**config.mk**
```make
export PLATFORM = sky130hd
export DESIGN_NAME = spin_lock_bank
export DESIGN_NICKNAME = d
export VERILOG_FILES = /design/src/rtl/slk_pkg.sv /design/src/rtl/slk_sat_cnt.sv /design/src/rtl/slk_rr_arb.sv /design/src/rtl/slk_lock_entry.sv /design/src/rtl/spin_lock_bank.sv
export SDC_FILE = /design/constraint.sdc
export NUM_CORES = 1
export LEC_CHECK = 0
export BUFFER_PORTS_ARGS = -buffer_cell sky130_fd_sc_hd__buf_2
export CAP_MARGIN = 20
export CORE_MARGIN = 2
export CORE_UTILIZATION = 40
export DETAILED_ROUTE_END_ITERATION = 7
export PLACE_DENSITY = 0.56
export RECOVER_POWER = 50
export REMOVE_ABC_BUFFERS = 1
export SYNTH_ARGS = -nofsm -noshare
export SYNTH_HDL_FRONTEND = slang
export SYNTH_SLANG_ARGS = --single-unit
export TNS_END_PERCENT = 50
```
**constraint.sdc**
```tcl
create_clock -name clk_i -period 8 [get_ports clk_i]
set_input_delay 0 -clock clk_i [delete_from_list [all_inputs] [get_ports clk_i]]
set_output_delay 0 -clock clk_i [all_outputs]
set_load 0.01 [all_outputs]
```
**src/rtl/slk_pkg.sv**
```systemverilog
package slk_pkg;
  typedef enum logic {
    OP_PROBE = 1'b0,
    OP_CLAIM = 1'b1
  } slk_op_e;
endpackage

```
**src/rtl/slk_sat_cnt.sv**
```systemverilog
module slk_sat_cnt #(
  parameter int W = 16
) (
  input  logic         clk_i,
  input  logic         rst_ni,
  input  logic         clr_i,
  input  logic         inc_i,
  output logic [W-1:0] cnt_o
);
  localparam logic [W-1:0] MaxVal = '1;

  always_ff @(posedge clk_i or negedge rst_ni) begin
    if (!rst_ni)                        cnt_o <= '0;
    else if (clr_i)                     cnt_o <= '0;
    else if (inc_i && cnt_o != MaxVal)  cnt_o <= cnt_o + 1'b1;
  end


  sat_hold_chk: assert property (@(posedge clk_i) disable iff (!rst_ni)
    (cnt_o == MaxVal && !clr_i) |=> cnt_o == MaxVal);

  no_wrap_chk: assert property (@(posedge clk_i) disable iff (!rst_ni)
    !clr_i |=> cnt_o >= $past(cnt_o));

  clr_zero_chk: assert property (@(posedge clk_i) disable iff (!rst_ni)
    clr_i |=> cnt_o == '0);
endmodule

```
**src/rtl/slk_rr_arb.sv**
```systemverilog
module slk_rr_arb #(
  parameter int N = 6
) (
  input  logic         clk_i,
  input  logic         rst_ni,
  input  logic         en_i,
  input  logic [N-1:0] req_i,
  output logic [N-1:0] gnt_o
);
  localparam int IW = (N > 1) ? $clog2(N) : 1;

  logic [IW-1:0] ptr_q, ptr_d;

  // search starts one past the last grantee
  always_comb begin
    gnt_o = '0;
    ptr_d = ptr_q;
    for (int k = 1; k <= N; k++) begin
      if (en_i && gnt_o == '0 && req_i[(int'(ptr_q) + k) % N]) begin
        gnt_o[(int'(ptr_q) + k) % N] = 1'b1;
        ptr_d = IW'((int'(ptr_q) + k) % N);
      end
    end
  end

  always_ff @(posedge clk_i or negedge rst_ni) begin
    if (!rst_ni)      ptr_q <= IW'(N - 1);
    else if (|gnt_o)  ptr_q <= ptr_d;
  end


  gnt_onehot_chk: assert property (@(posedge clk_i) disable iff (!rst_ni)
    $onehot0(gnt_o));

  gnt_subset_chk: assert property (@(posedge clk_i) disable iff (!rst_ni)
    (gnt_o & ~req_i) == '0);
endmodule

```
**src/rtl/slk_lock_entry.sv**
```systemverilog
module slk_lock_entry #(
  parameter int ID_W  = 3,
  parameter int CNT_W = 16
) (
  input  logic             clk_i,
  input  logic             rst_ni,
  input  logic             set_i,
  input  logic             spin_i,
  input  logic             rel_i,
  input  logic             clr_i,
  input  logic [ID_W-1:0]  owner_i,
  output logic             held_o,
  output logic [ID_W-1:0]  owner_o,
  output logic [CNT_W-1:0] acq_o,
  output logic [CNT_W-1:0] spin_o
);
  always_ff @(posedge clk_i or negedge rst_ni) begin
    if (!rst_ni) begin
      held_o  <= 1'b0;
      owner_o <= '0;
    end else if (set_i) begin
      held_o  <= 1'b1;
      owner_o <= owner_i;
    end else if (rel_i) begin
      held_o  <= 1'b0;
    end
  end

  slk_sat_cnt #(.W(CNT_W)) u_acq (
    .clk_i(clk_i), .rst_ni(rst_ni), .clr_i(clr_i), .inc_i(set_i), .cnt_o(acq_o)
  );
  slk_sat_cnt #(.W(CNT_W)) u_spin (
    .clk_i(clk_i), .rst_ni(rst_ni), .clr_i(clr_i), .inc_i(spin_i), .cnt_o(spin_o)
  );


  rel_clear_chk: assert property (@(posedge clk_i) disable iff (!rst_ni)
    rel_i |=> !held_o);

  hold_stable_chk: assert property (@(posedge clk_i) disable iff (!rst_ni)
    (held_o && !rel_i) |=> (held_o && $stable(owner_o)));

  set_owner_chk: assert property (@(posedge clk_i) disable iff (!rst_ni)
    set_i |=> (held_o && owner_o == $past(owner_i)));
endmodule

```
**src/rtl/spin_lock_bank.sv**
```systemverilog
module spin_lock_bank
  import slk_pkg::*;
#(
  parameter int N_REQ  = 6,
  parameter int N_LOCK = 8,
  parameter int CNT_W  = 16,
  parameter int LOCK_W = (N_LOCK > 1) ? $clog2(N_LOCK) : 1,
  parameter int ID_W   = (N_REQ > 1) ? $clog2(N_REQ) : 1
) (
  input  logic                    clk_i,
  input  logic                    rst_ni,
  input  logic [N_REQ-1:0]        req_valid_i,
  input  logic [N_REQ-1:0]        req_op_i,
  input  logic [N_REQ*LOCK_W-1:0] req_lock_i,
  output logic [N_REQ-1:0]        grant_o,
  output logic [N_REQ-1:0]        resp_valid_o,
  output logic                    resp_free_o,
  input  logic                    io_req_i,
  output logic                    io_stall_o,
  input  logic                    rel_valid_i,
  input  logic [ID_W-1:0]         rel_id_i,
  input  logic [LOCK_W-1:0]       rel_lock_i,
  output logic                    rel_err_o,
  input  logic                    stat_clr_i,
  input  logic [LOCK_W-1:0]       stat_lock_i,
  output logic                    stat_held_o,
  output logic [ID_W-1:0]         stat_owner_o,
  output logic [CNT_W-1:0]        stat_acq_o,
  output logic [CNT_W-1:0]        stat_spin_o
);
  // N_LOCK is expected to be a power of two
  logic [N_LOCK-1:0] lock_held;
  logic [ID_W-1:0]   owner_a [N_LOCK];
  logic [CNT_W-1:0]  acq_a   [N_LOCK];
  logic [CNT_W-1:0]  spin_a  [N_LOCK];

  logic              atomic_q, at_free_q;
  logic [ID_W-1:0]   at_id_q;
  logic [LOCK_W-1:0] at_lock_q;

  logic              g_any;
  logic [ID_W-1:0]   g_id;
  slk_op_e           g_op;
  logic [LOCK_W-1:0] g_lock;
  logic              rel_ok;

  slk_rr_arb #(.N(N_REQ)) u_arb (
    .clk_i(clk_i), .rst_ni(rst_ni), .en_i(!atomic_q),
    .req_i(req_valid_i), .gnt_o(grant_o)
  );

  always_comb begin
    g_any  = |grant_o;
    g_id   = '0;
    g_op   = OP_PROBE;
    g_lock = '0;
    for (int r = 0; r < N_REQ; r++) begin
      if (grant_o[r]) begin
        g_id   = ID_W'(r);
        g_op   = slk_op_e'(req_op_i[r]);
        g_lock = req_lock_i[r*LOCK_W +: LOCK_W];
      end
    end
  end

  assign rel_ok = rel_valid_i && lock_held[rel_lock_i] && owner_a[rel_lock_i] == rel_id_i;

  // claim: read phase at grant edge, write phase one cycle later with path held
  always_ff @(posedge clk_i or negedge rst_ni) begin
    if (!rst_ni) begin
      atomic_q     <= 1'b0;
      at_free_q    <= 1'b0;
      at_id_q      <= '0;
      at_lock_q    <= '0;
      resp_valid_o <= '0;
      resp_free_o  <= 1'b0;
      rel_err_o    <= 1'b0;
    end else begin
      atomic_q     <= g_any && g_op == OP_CLAIM;
      resp_valid_o <= '0;
      rel_err_o    <= rel_valid_i && !rel_ok;
      if (g_any && g_op == OP_CLAIM) begin
        at_free_q <= !lock_held[g_lock];
        at_id_q   <= g_id;
        at_lock_q <= g_lock;
      end
      if (g_any && g_op == OP_PROBE) begin
        resp_valid_o <= grant_o;
        resp_free_o  <= !lock_held[g_lock];
      end
      if (atomic_q) begin
        resp_valid_o          <= '0;
        resp_valid_o[at_id_q] <= 1'b1;
        resp_free_o           <= at_free_q;
      end
    end
  end

  assign io_stall_o = io_req_i && atomic_q;

  for (genvar l = 0; l < N_LOCK; l++) begin : g_lock_e
    slk_lock_entry #(.ID_W(ID_W), .CNT_W(CNT_W)) u_entry (
      .clk_i  (clk_i),
      .rst_ni (rst_ni),
      .set_i  (atomic_q && at_free_q && at_lock_q == LOCK_W'(l)),
      .spin_i (atomic_q && !at_free_q && at_lock_q == LOCK_W'(l)),
      .rel_i  (rel_ok && rel_lock_i == LOCK_W'(l)),
      .clr_i  (stat_clr_i),
      .owner_i(at_id_q),
      .held_o (lock_held[l]),
      .owner_o(owner_a[l]),
      .acq_o  (acq_a[l]),
      .spin_o (spin_a[l])
    );
  end

  assign stat_held_o  = lock_held[stat_lock_i];
  assign stat_owner_o = owner_a[stat_lock_i];
  assign stat_acq_o   = acq_a[stat_lock_i];
  assign stat_spin_o  = spin_a[stat_lock_i];


  atomic_nogrant_chk: assert property (@(posedge clk_i) disable iff (!rst_ni)
    (g_any && g_op == OP_CLAIM) |=> grant_o == '0);

  atomic_io_chk: assert property (@(posedge clk_i) disable iff (!rst_ni)
    (g_any && g_op == OP_CLAIM) |=> io_stall_o == io_req_i);

  probe_resp_chk: assert property (@(posedge clk_i) disable iff (!rst_ni)
    (g_any && g_op == OP_PROBE) |=> resp_valid_o == $past(grant_o));

  claim_resp_chk: assert property (@(posedge clk_i) disable iff (!rst_ni)
    atomic_q |=> $onehot(resp_valid_o));

  free_rel_err_chk: assert property (@(posedge clk_i) disable iff (!rst_ni)
    (rel_valid_i && !lock_held[rel_lock_i]) |=> rel_err_o);
endmodule

```
Yosys cells after proc, flatten, opt, wreduce, memory -nomap -nowiden:

Index checks and enable logic that the tools add are counted.

* register bits: 307
* bits of input ports: 44
* memory bits (read-only): 0
* memories kept: 0
* latch bits: 0
* logic and storage cells: 362
* bits in writable memories: 0
* output and inout port bits: 51

* reduce and logical (&&, ||, !) cells: 105
* magnitude comparators: 19
* div/mod/pow operators: 6
* $add $sub $neg: 22
* bitwise operators: 8
* shift-type cells: 0
* mux-type cells: 131
* equal/unequal tests: 31
* $mul: 0

Operators with widths (number)
* $mux W16: 36
* $add A16 B1 Y16 const B: 16
* $ne A16 B16 Y1 const B: 16
* $ge A32 B1 Y1 const B: 6
* $lt A32 B5 Y1 const B: 6
* $mod A32 B4 Y32 const B: 6
* $bmux W16 S3: 2
* $logic_and A1 B1 Y1: 66
* $mux W3: 19
* $reduce_bool A2 Y1: 25
* $mux W6: 8
* $mux W1: 47
* $logic_not A6 Y1: 5
* $or A6 B6 Y6: 5
* $bmux W1 S3: 9
* $eq A3 B3 Y1 const B: 8
* $demux W1 S3: 7
* $bmux W3 S3: 2
* $lt A3 B4 Y1 const B: 4
* $add A3 B3 Y4 const B: 3
* $eq A3 B2 Y1 const B: 4
* $add A3 B2 Y4 const B: 2
* $ge A4 B4 Y1 const B: 2
* $not A3 Y4: 2
* other kinds (11): 16

Longest topological paths before layout:

Gate-level depths: netlist of the first run.

* depth after elaboration: 38
* mapped depth: 27
* depth with buffers taken out: 25

Hierarchy:

Synthesis of the first run repeated with hierarchy kept, for this count alone.

* cell total of the unflattened synthesis: 2313
* area total of the unflattened synthesis: 22446.5 um^2

Modules (own cells, without submodules)
* slk_sat_cnt: cells each 98, seq. area each 400.4 um^2, area each 942.2 um^2, instances 16
* spin_lock_bank: cells each 332, seq. area each 400.4 um^2, area each 3726.1 um^2, instances 1
* slk_rr_arb: cells each 341, seq. area each 77.6 um^2, area each 2474.9 um^2, instances 1
* slk_lock_entry: cells each 9, seq. area each 100.1 um^2, area each 146.4 um^2, instances 8

Least setup slack after synthesis of the first run:

Ideal clock, no wire load.

* path type: reg-to-reg
* from: register u_arb.ptr_q[0]
* to: register resp_valid_o[1]
* period minus slack after synthesis: 6004 ps
* library setup time: 135 ps
* arrival: 5869 ps
* stages on the path, launching flop included: 28
* setup slack: 1996 ps
* path buffers: 5
* required time: 7865 ps
* cells stage by stage: dfstp_2 > buf_6 > buf_8 > inv_2 > ha_1 > xor2_1 > buf_2 > inv_1 > ha_1 > nand2b_1 > or3_1 > a32o_1 > nor4_2 > a31oi_1 > a311oi_4 > a31oi_4 > and3b_4 > a221oi_4 > nand3_2 > or4_4 > and2_4 > inv_2 > a21oi_1 > a311o_1 > a21oi_1 > buf_4 > buf_6 > o32ai_1

* elaborated cells between the ends (all ways): 98
* classes of those cells: 6 x add/sub; 6 x div; 12 x order compare; 44 x mux; 6 x bitwise; 24 x reduce/logical

RTL lines
* start: declaration: line slk_rr_arb.sv:12 `logic [IW-1:0] ptr_q, ptr_d;`
* start signal: assignment: line slk_rr_arb.sv:27 `if (!rst_ni) ptr_q <= IW'(N - 1);`
* start signal: assignment: line slk_rr_arb.sv:28 `else if (|gnt_o) ptr_q <= ptr_d;`
* $add A3 B1 Y4: line slk_rr_arb.sv:19, slk_rr_arb.sv:20
* $mod A32 B4 Y32: line slk_rr_arb.sv:19, slk_rr_arb.sv:20
* $ge A32 B1 Y1 (implied by the code) (tied with other cells): line slk_rr_arb.sv:20 `gnt_o[(int'(ptr_q) + k) % N] = 1'b1;`
* $logic_and A1 B1 Y1 (implied by the code) or $mux W1 (tied branches): line slk_rr_arb.sv:20, slk_rr_arb.sv:19
* $mux W1, on equally long branches: line slk_rr_arb.sv:20, slk_rr_arb.sv:19
* $demux W1 S3 or $logic_and A1 B1 Y1 (tied branches)
* $mux W6: line slk_rr_arb.sv:19 `if (en_i && gnt_o == '0 && req_i[(int'(ptr_q) + k) % N]) begin`
* $logic_not A6 Y1: line slk_rr_arb.sv:19
* [16 not listed]
* $logic_and A1 B1 Y1 (2 in series): line slk_rr_arb.sv:19
* $mux W6 *: line slk_rr_arb.sv:19
* via grant_o[2]: line spin_lock_bank.sv:15 `output logic [N_REQ-1:0] grant_o,`
* $mux W1 (4 in series): line spin_lock_bank.sv:58 `if (grant_o[r]) begin`
* $not A1 Y1: line spin_lock_bank.sv:87 `if (g_any && g_op == OP_PROBE) begin`
* $logic_and A1 B1 Y1 *: line spin_lock_bank.sv:87
* $mux W6 *: line spin_lock_bank.sv:87
* $mux W6 *: line spin_lock_bank.sv:91 `if (atomic_q) begin`
* end signal: assignment: line spin_lock_bank.sv:88 `resp_valid_o <= grant_o;`
* end: declaration: line spin_lock_bank.sv:16 `output logic [N_REQ-1:0] resp_valid_o,`

Mark *: on every way through the listed nets, which the timed path passes. The rest lies on a longest branch. The select of a mux whose other input is x is not followed.
A chain may end at the register's enable or synchronous reset.

Final worst setup path of the first run:

* from: register u_arb.ptr_q[0]
* to: register at_lock_q[1]

* longest elaborated chain between the ends: 34
* elaborated cells between the ends (all ways): 101
* classes of those cells: 6 x add/sub; 6 x div; 12 x order compare; 48 x mux; 5 x bitwise; 24 x reduce/logical

Ends and longest elaborated chain
* $add A3 B1 Y4: line slk_rr_arb.sv:19, slk_rr_arb.sv:20
* $mod A32 B4 Y32: line slk_rr_arb.sv:19, slk_rr_arb.sv:20
* $ge A32 B1 Y1 (implied by the code) (tied with other cells): line slk_rr_arb.sv:20
* $logic_and A1 B1 Y1 (implied by the code) or $mux W1 (tied branches): line slk_rr_arb.sv:20, slk_rr_arb.sv:19
* $mux W1, on equally long branches: line slk_rr_arb.sv:20, slk_rr_arb.sv:19
* $demux W1 S3 or $logic_and A1 B1 Y1 (tied branches)
* $mux W6: line slk_rr_arb.sv:19
* $logic_not A6 Y1: line slk_rr_arb.sv:19
* [11 not listed]
* $logic_not A6 Y1: line slk_rr_arb.sv:19
* $logic_and A1 B1 Y1 (2 in series): line slk_rr_arb.sv:19
* $mux W6: line slk_rr_arb.sv:19
* $logic_not A6 Y1: line slk_rr_arb.sv:19
* $logic_and A1 B1 Y1 (2 in series): line slk_rr_arb.sv:19
* $mux W6 *: line slk_rr_arb.sv:19
* $mux W1 (6 in series): line spin_lock_bank.sv:58
* $logic_and A1 B1 Y1: line spin_lock_bank.sv:82 `if (g_any && g_op == OP_CLAIM) begin`
* end signal: assignment: line spin_lock_bank.sv:85 `at_lock_q <= g_lock;`
* end: declaration: line spin_lock_bank.sv:39 `logic [LOCK_W-1:0] at_lock_q;`

Mark *: on every way between the ends. The rest lies on a longest branch, timed or not. The select of a mux whose other input is x is not followed.

==> metrics.csv, run 1 <==
stage,metric,value,unit
worst_setup_path,reg2reg_setup_slack,0.58,ns
cts,clk-insertion-delay-late,0.54,ns
cts,cts_tree,built,
worst_setup_path,reg2reg_to,at_lock_q[1]$_DFFE_PN0P_,
power_and_ir_drop,vdd_drop_max,237,uV
power_and_ir_drop,power_density,339,nW/um^2
final_layout,syn_to_final_growth,12.8,%
routing,routed_via_density,5.68,
grt,grt_pass1_wl,88.1,mm
sta,final-setup-viol-count,0,
floorplan,start_util,0.405,
floorplan,core_area,47600,sq um
placed_design,hpwlAfterDp,40.0,mm
run,maxCapViolations,3,
worst_setup_path,path_cells,inv_2 -> ha_1 -> xor2_2 -> inv_1 -> ha_1 -> nand2b_1 -> or3_1 -> a32o_1 -> nor4_2 -> a31oi_1 -> a311oi_4 -> a31oi_4 -> and3b_4 -> a221oi_4 -> nand3_2 -> nor4_1 -> or2_1 -> a22o_1 -> dlygate4sd3_1 -> a31oi_1 -> dlygate4sd3_1 -> a21oi_1,
grt,grt_max_degree,164,
sta,fin_crit_sh,0.927,
final_layout,layout-drive-gt1-share,0.162,
power_and_ir_drop,p_int,0.00424,W
final_layout,nets,2142,
grt,grt_usage,0.224,
cts,cts-buffers-inserted,37,
routing,via_count,15300,
cts,cts-root-buf,clkbuf_16,
power_and_ir_drop,p_sw,0.00314,W
power_and_ir_drop,pwr-share-clk,0.241,
routing,wirelength,55.1,mm
sta,tightest_slew,4.56,ns
yosys,synth_common_cells,"dfrtp_1, nor2_1, nand2_1",
yosys,avgSynthCellArea,9.75,sq um
floorplan,die_h,224,um
sta,tns,0,ns
routing,drt-initial-drc-count,1141,
yosys,muxShareOfSynthArea,0.142,
yosys,synth_most_common_cell,dfrtp_1,
cts,htree_levels,2,
grt,overflow,0,
power_and_ir_drop,power.total,0.00738,W
routing,antenna_left,0,
routing,wl_per_cell,20.4,um
placed_design,place_congestion,0.871,
cts,cts_num_sinks,307,
worst_setup_path,cp.required,8.46,ns
yosys,yosysTopAreaCell,dfrtp_1,
placed_design,pre_cts_ws,0.911,ns
sta,max_freq,135,MHz
sta,rsz0062_at_grt,false,
worst_setup_path,cp_top_family,compound AO/OA/AOI/OAI gates,
final_layout,diodes,0,
worst_setup_path,cp-start-kind,register,
yosys,synth_cells,1979,
yosys,synth-compound-area-share,0.100,
sta,hold_violations,0,
yosys,synth_seq_cells,307,
power_and_ir_drop,switching_share,0.425,
yosys,synth_edf_count,0,
yosys,yosys.area_share.simple,0.215,
min_path,min-delay-start,req_lock_i[14],
outcome,failed_checks,"max-capacitance violations, max-slew violations",
min_path,hp-class,in -> reg,
worst_setup_path,worstPathArrival,7.88,ns
cts,clk_path_buf_depth,3,
worst_setup_path,end_kind,register,
grt,grt_antenna_before_repair,0,
floorplan,die_w,224,um
yosys,synthXorXnorAreaFrac,0.0925,
placed_design,portBuffers,94,
worst_setup_path,cp_max_fo,17,
yosys,synth_ff_type,dfrtp_1,
final_layout,stdcell_count,2701,
yosys,synthAdderAreaFrac,0.0240,
placed_design,placed_cells,2618,
yosys,synth.area.top_cells,"dfrtp_1, mux4_2, xor2_1, nor2_1, nand2_1",
power_and_ir_drop,combPwrFrac,0.505,
worst_setup_path,critPathMaxStageDelay,0.76,ns
worst_setup_path,worstSetupPathType,reg -> reg,
yosys,ys_warn_count,0,
sta,drv_slew,312,
yosys,synth_cell_types,97,
power_and_ir_drop,power.leakage,9.18,nW
sta,min_period,7.42,ns
sta,slew-limit-headroom,-2.04,
routing,drc,0,
floorplan,io_pins,95,
cts,clk_pin_slew_worst_paths,0.05,ns
yosys,synth_top_family_by_area,simple AND/OR/NAND/NOR gates,
yosys,ys_seq_area_frac,0.398,
power_and_ir_drop,p_seq_frac,0.254,
min_path,hold-path-cell-count,4,
floorplan,fp-row-count,80,
worst_setup_path,cpMaxStageDelayCell,dfstp_2,
routing,drt_pass1_iterations,7,
yosys,synth_top_area_frac,0.396,
worst_setup_path,reg2reg_depth,22,
worst_setup_path,path_buf_inv,4,
yosys,async_reset_ff_frac,1.00,
min_path,min_to,at_lock_q[2]$_DFFE_PN0P_,
yosys,netlist_area,19300,sq um
grt,grt_pass1_vias,15500,
sta,fin_ws,0.584,ns
sta,clock_skew,0.0177,ns
worst_setup_path,worstReg2RegStart,u_arb.ptr_q[0]$_DFFE_PN1P_,
outcome,outcome,"complete, but fails checks",
floorplan,die_area,50000,sq um
[area by class of cell]
type | instances | area, sq um
clock inverter | 14 | 190
timing repair buffer | 128 | 769
inverter | 49 | 184
clock buffer | 50 | 1090
sequential | 307 | 7680
multi-input combinational | 1538 | 11100
tap | 615 | 769
fill | 4514 | 25900
[worst max path at each step]
stage                     slack, ns  cells past startpoint                  startpoint                        to
final                          0.58                     22  u_arb.ptr_q[0]$_DFFE_PN1P_  at_lock_q[1]$_DFFE_PN0P_
after global routing           0.08                     22  u_arb.ptr_q[0]$_DFFE_PN1P_  at_lock_q[1]$_DFFE_PN0P_
after CTS                      0.44                     22  u_arb.ptr_q[0]$_DFFE_PN1P_  at_lock_q[1]$_DFFE_PN0P_
after detailed placement       0.91                     23  u_arb.ptr_q[0]$_DFFE_PN1P_   resp_free_o$_DFFE_PN0P_
after global placement         1.03                     23  u_arb.ptr_q[0]$_DFFE_PN1P_   resp_free_o$_DFFE_PN0P_
after floorplan                1.09                     23  u_arb.ptr_q[0]$_DFFE_PN1P_   resp_free_o$_DFFE_PN0P_
[worst reg2reg max path, stage by stage (launching register included)]
cell,delay (ns)
dfstp_2,0.76
inv_2,0.21
ha_1,0.29
xor2_2,0.41
inv_1,0.16
ha_1,0.32
nand2b_1,0.19
or3_1,0.34
a32o_1,0.25
nor4_2,0.25
a31oi_1,0.12
a311oi_4,0.58
a31oi_4,0.26
and3b_4,0.26
a221oi_4,0.37
nand3_2,0.20
nor4_1,0.42
or2_1,0.35
a22o_1,0.20
dlygate4sd3_1,0.57
a31oi_1,0.08
dlygate4sd3_1,0.61
a21oi_1,0.15
[power groups by stage]
stage	sequential (W)	clock [W]	combinational [W]
finish	0.00188	0.00178	0.00373
global placement	0.00190	0	0.00360
global route	0.00190	0.00188	0.00412
detailed placement	0.00190	0	0.00361
floorplan	0.00185	0	0.00256
CTS	0.00188	0.00181	0.00371
[metal layers]
layer  track usage  vias to the layer above  share of wire
met1         0.306                     7712           0.46
met4        0.0570                        0          0.022
met5             0                        -              0
met3        0.0331                       74          0.040
met2         0.373                      291           0.47
li1              -                     7262              -
[kinds of logic (layout without fill, tap and decap cells)]
group / after synthesis / after routing
AOI/OAI and AO/OA: 275 / 275
xor gates and xnor gates: 203 / 203
adders and majority gates: 37 / 37
buffers and inverters: 134 / 241
DFF: 307 / 307
muxes: 166 / 166
and+or+nand+nor: 857 / 857
[layout by cell type (no fill, tap or decap), drive strengths merged, types with 42 or more instances in the layout]
master    n
a21oi    71
buf      94
clkbuf   65
dfrtp   305
inv      49
mux2     59
mux4     80
nand2   180
nand3    98
nand4    54
nor2    297
o21ai    65
or3      42
xnor2    61
xor2    142
[what timing repair did]
item                                   in CTS  in global routing
endpoints found under the hold margin     150                  0
gates resized for setup                     0                  2
setup endpoints to repair                   0                  2
hold buffers                               19                  0
setup buffers                               0                  0
[flip-flops by register name, summed over array words and instances (netlist names)]
register	count
at_free_q	1
at_lock_q	3
g_lock_e.u_entry.owner_o	24
at_id_q	3
g_lock_e.u_entry.u_acq.cnt_o	128
g_lock_e.u_entry.held_o	8
atomic_q	1
g_lock_e.u_entry.u_spin.cnt_o	128
resp_valid_o	6
rel_err_o	1
u_arb.ptr_q	3
resp_free_o	1
[stage by stage]
stage	utilization	cell area (sq um)	hold slack (ns)
finish	0.457	21800	0.0382
global route	0.457	21800	0.0620
detailed placement	0.426	20300	0.0465
global placement	0.426	20300	0.0444
floorplan	-	18900	-0.296
CTS	0.457	21800	0.000789
Power figures use the tool's default switching activity.
==> run 2: changes to the inputs <==
CORE_UTILIZATION = 55   (was 40)
PLACE_DENSITY = 0.73   (was 0.56)
==> run 2 against run 1 <==
Compared with the run above:
- the flow still finishes with violations (max-capacitance violations, max-slew violations)
- global-route usage rose by 6.3 points
- cell area fell by 1.8%
- maximum frequency fell by 0.59%
- first-iteration DRC count rose by 18%
- combinational power fell by 2%
- sequential share of layout area rose by 0.65 points
- wire length fell by 6.9%
- total power fell by 3.1%
- register-to-register slack got worse by 0.04 ns
- largest power group unchanged
- highest routed layer unchanged
==> metrics.csv, run 2 (synthesis gave the netlist of run 1 again) <==
stage,metric,value,unit,change
grt,overflow,0,,unchanged
final_layout,final_cell_mix,"dfrtp_1, nor2_1, nand2_1, xor2_1, nand3_1",,
floorplan,die_h,191,um,-14%
final_layout,nFillCells,2921,,-35%
grt,grt_max_degree,121,,-26%
worst_setup_path,critPathMaxStageDelay,0.69,ns,-0.07 ns
placed_design,pre_cts_ws,1.05,ns,+0.135 ns
sta,final-setup-viol-count,0,,unchanged
floorplan,start_util,0.558,,+0.154
placed_design,place_congestion,0.935,,+7.4%
floorplan,die_w,191,um,-14%
routing,via_count,15800,,+2.8%
routing,antenna_left,0,,unchanged
worst_setup_path,worstPathArrival,7.92,ns,+0.04 ns
worst_setup_path,cpMaxStageDelayCell,dfstp_2,,
routing,drt_pass1_iterations,5,,-2
run,maxCapViolations,3,,unchanged
final_layout,syn_to_final_growth,10.8,%,
final_layout,layout-drive-gt1-share,0.144,,-0.0184
routing,wirelength,51.3,mm,-6.9%
final_layout,layout.cells.most_common,dfrtp_1,,
worst_setup_path,reg2reg_to,at_lock_q[0]$_DFFE_PN0P_,,
routing,drc,0,,unchanged
cts,cts_num_sinks,307,,unchanged
worst_setup_path,crit_top_cell,ha_1,,
sta,min_period,7.46,ns,+0.0441 ns
final_layout,stdcell_count,2537,,-6.1%
sta,clock_skew,0.0285,ns,+0.0108 ns
final_layout,nets,2137,,-0.23%
sta,tightest_slew,6.41,ns,+1.84 ns
sta,fin_crit_sh,0.933,,+0.00551
cts,post_cts_buffers,0,,unchanged
worst_setup_path,reg2reg_depth,27,,+23%
cts,clk-insertion-delay-late,0.53,ns,about the same
routing,wl_per_cell,20.2,um,-0.92%
floorplan,fp-row-count,68,,-15%
grt,grt_usage,0.287,,+0.0632
cts,cts-root-buf,clkbuf_16,,
routing,drt-initial-drc-count,1343,,+18%
final_layout,diodes,0,,unchanged
sta,max_freq,134,MHz,-0.59%
outcome,failed_checks,"max-capacitance violations, max-slew violations",,
min_path,hp-class,in -> reg,,
placed_design,portBuffers,94,,unchanged
sta,slew-limit-headroom,-3.27,,-1.23
grt,grt_pass1_wl,83.1,mm,-5.7%
power_and_ir_drop,vdd_drop_max,220,uV,-7.2%
routing,routed_via_density,6.21,,+9.4%
worst_setup_path,worstReg2RegStart,u_arb.ptr_q[0]$_DFFE_PN1P_,,
cts,htree_levels,2,,unchanged
worst_setup_path,end_kind,register,,
worst_setup_path,worstSetupPathType,reg -> reg,,
sta,rsz0062_at_grt,false,,
power_and_ir_drop,power.leakage,9.03,nW,-1.6%
min_path,min_to,g_lock_e[3].u_entry.u_acq.cnt_o[2]$_DFFE_PN0P_,,
sta,drv_slew,196,,-37%
floorplan,core_area,34500,sq um,-28%
worst_setup_path,cp.required,8.46,ns,about the same
outcome,outcome,"complete, but fails checks",,
final_layout,largestRegisters,"g_lock_e.u_entry.u_acq.cnt_o: 128 flops, g_lock_e.u_entry.u_spin.cnt_o: 128 flops, g_lock_e.u_entry.owner_o: 24 flops",,
floorplan,die_area,36600,sq um,-27%
sta,tns,0,ns,unchanged
power_and_ir_drop,power_density,335,nW/um^2,-1.3%
cts,clk_path_buf_depth,3,,unchanged
placed_design,placed_cells,2456,,-6.2%
placed_design,hpwlAfterDp,37.0,mm,-7.4%
sta,fin_ws,0.540,ns,-0.0441 ns
cts,clk_pin_slew_worst_paths,0.06,ns,about the same
worst_setup_path,reg2reg_setup_slack,0.54,ns,-0.04 ns
worst_setup_path,cp_max_fo,20,,+3
sta,hold_violations,0,,unchanged
floorplan,io_pins,95,,unchanged
min_path,min-delay-start,stat_clr_i,,
min_path,hold-path-cell-count,2,,-2
grt,grt_antenna_before_repair,0,,unchanged
cts,cts-buffers-inserted,35,,-5.4%
worst_setup_path,cp-start-kind,register,,
grt,grt_pass1_vias,15500,,-0.20%
cts,cts_tree,built,,
[run 2: changes by cell type in the layout (fill, tap and decap cells not counted), moves of 5 or more]
cell      before  now
clkbuf_1      15   40
buf_2         79   62
mux2_1         3   15
mux2_2        56   44
clkbuf_8      10    4
buf_4         15   10
clkinv_2       6   11
[run 2: worst max-delay path, delay by kind of cell, from the launching register on]
family | cells | cell delay, ns
compound gates | 9 | 2.28
simple gates | 8 | 1.95
buf+inv | 6 | 1.18
fa+ha+maj | 3 | 0.81
flops | 1 | 0.69
xor+xnor | 1 | 0.48
[run 2: timing repair]
item / in CTS / in global routing
hold buffers: 17 / 0
resized for setup: 0 / 1
hold endpoints to repair: 132 / 0
endpoints found under the setup margin: 0 / 1
[run 2: where the power goes]
group	switching (W)	total, W	internal, W
Combinational	0.00224	0.00367	0.00143
Clock	0.000659	0.00161	0.000955
Sequential	0.000165	0.00187	0.00170
Total	0.00306	0.00715	0.00409
[run 2: cell type report]
| cell class | instances | area (sq um) | share of cell area |
|---|---|---|---|
| repair buffers | 125 | 721 | 0.0337 |
| clock inverters | 17 | 178 | 0.00831 |
| multi-input cells | 1538 | 11100 | 0.518 |
| flip-flops and latches | 307 | 7680 | 0.360 |
| clock buffers | 46 | 968 | 0.0453 |
| inverters | 49 | 184 | 0.00861 |
| well taps | 455 | 569 | 0.0266 |
[run 2: worst max-delay path by stage]
stage / start / end / slack, ns
4_1_cts: u_arb.ptr_q[0]$_DFFE_PN1P_ / at_lock_q[0]$_DFFE_PN0P_ / 0.56
5_1_grt: rst_ni / g_lock_e[5].u_entry.u_spin.cnt_o[3]$_DFFE_PN0P_ / 0.08
6_report: u_arb.ptr_q[0]$_DFFE_PN1P_ / at_lock_q[0]$_DFFE_PN0P_ / 0.54
3_5_place_dp: u_arb.ptr_q[0]$_DFFE_PN1P_ / resp_free_o$_DFFE_PN0P_ / 1.05
2_1_floorplan: u_arb.ptr_q[0]$_DFFE_PN1P_ / resp_free_o$_DFFE_PN0P_ / 1.09
3_3_place_gp: u_arb.ptr_q[0]$_DFFE_PN1P_ / resp_free_o$_DFFE_PN0P_ / 1.18
[run 2: stage by stage]
step	area [sq um]	utilization	power [W]	hold WS (ns)
finish	21400	0.619	0.00715	0.0110
global route	21400	0.619	0.00759	0.0516
CTS	21400	0.619	0.00710	0.0144
detailed placement	20100	0.581	0.00538	0.131
global placement	20100	0.581	0.00534	0.135
floorplan	18900	-	0.00441	-0.296
[run 2: routing by layer]
metal	wire [um]	vias up	global-route usage	share of wire
li1	-	7258	-	-
met1	22200	7855	0.407	0.43
met2	24300	553	0.456	0.47
met3	3320	100	0.0426	0.065
met4	1500	0	0.0902	0.029
met5	0	-	0	0
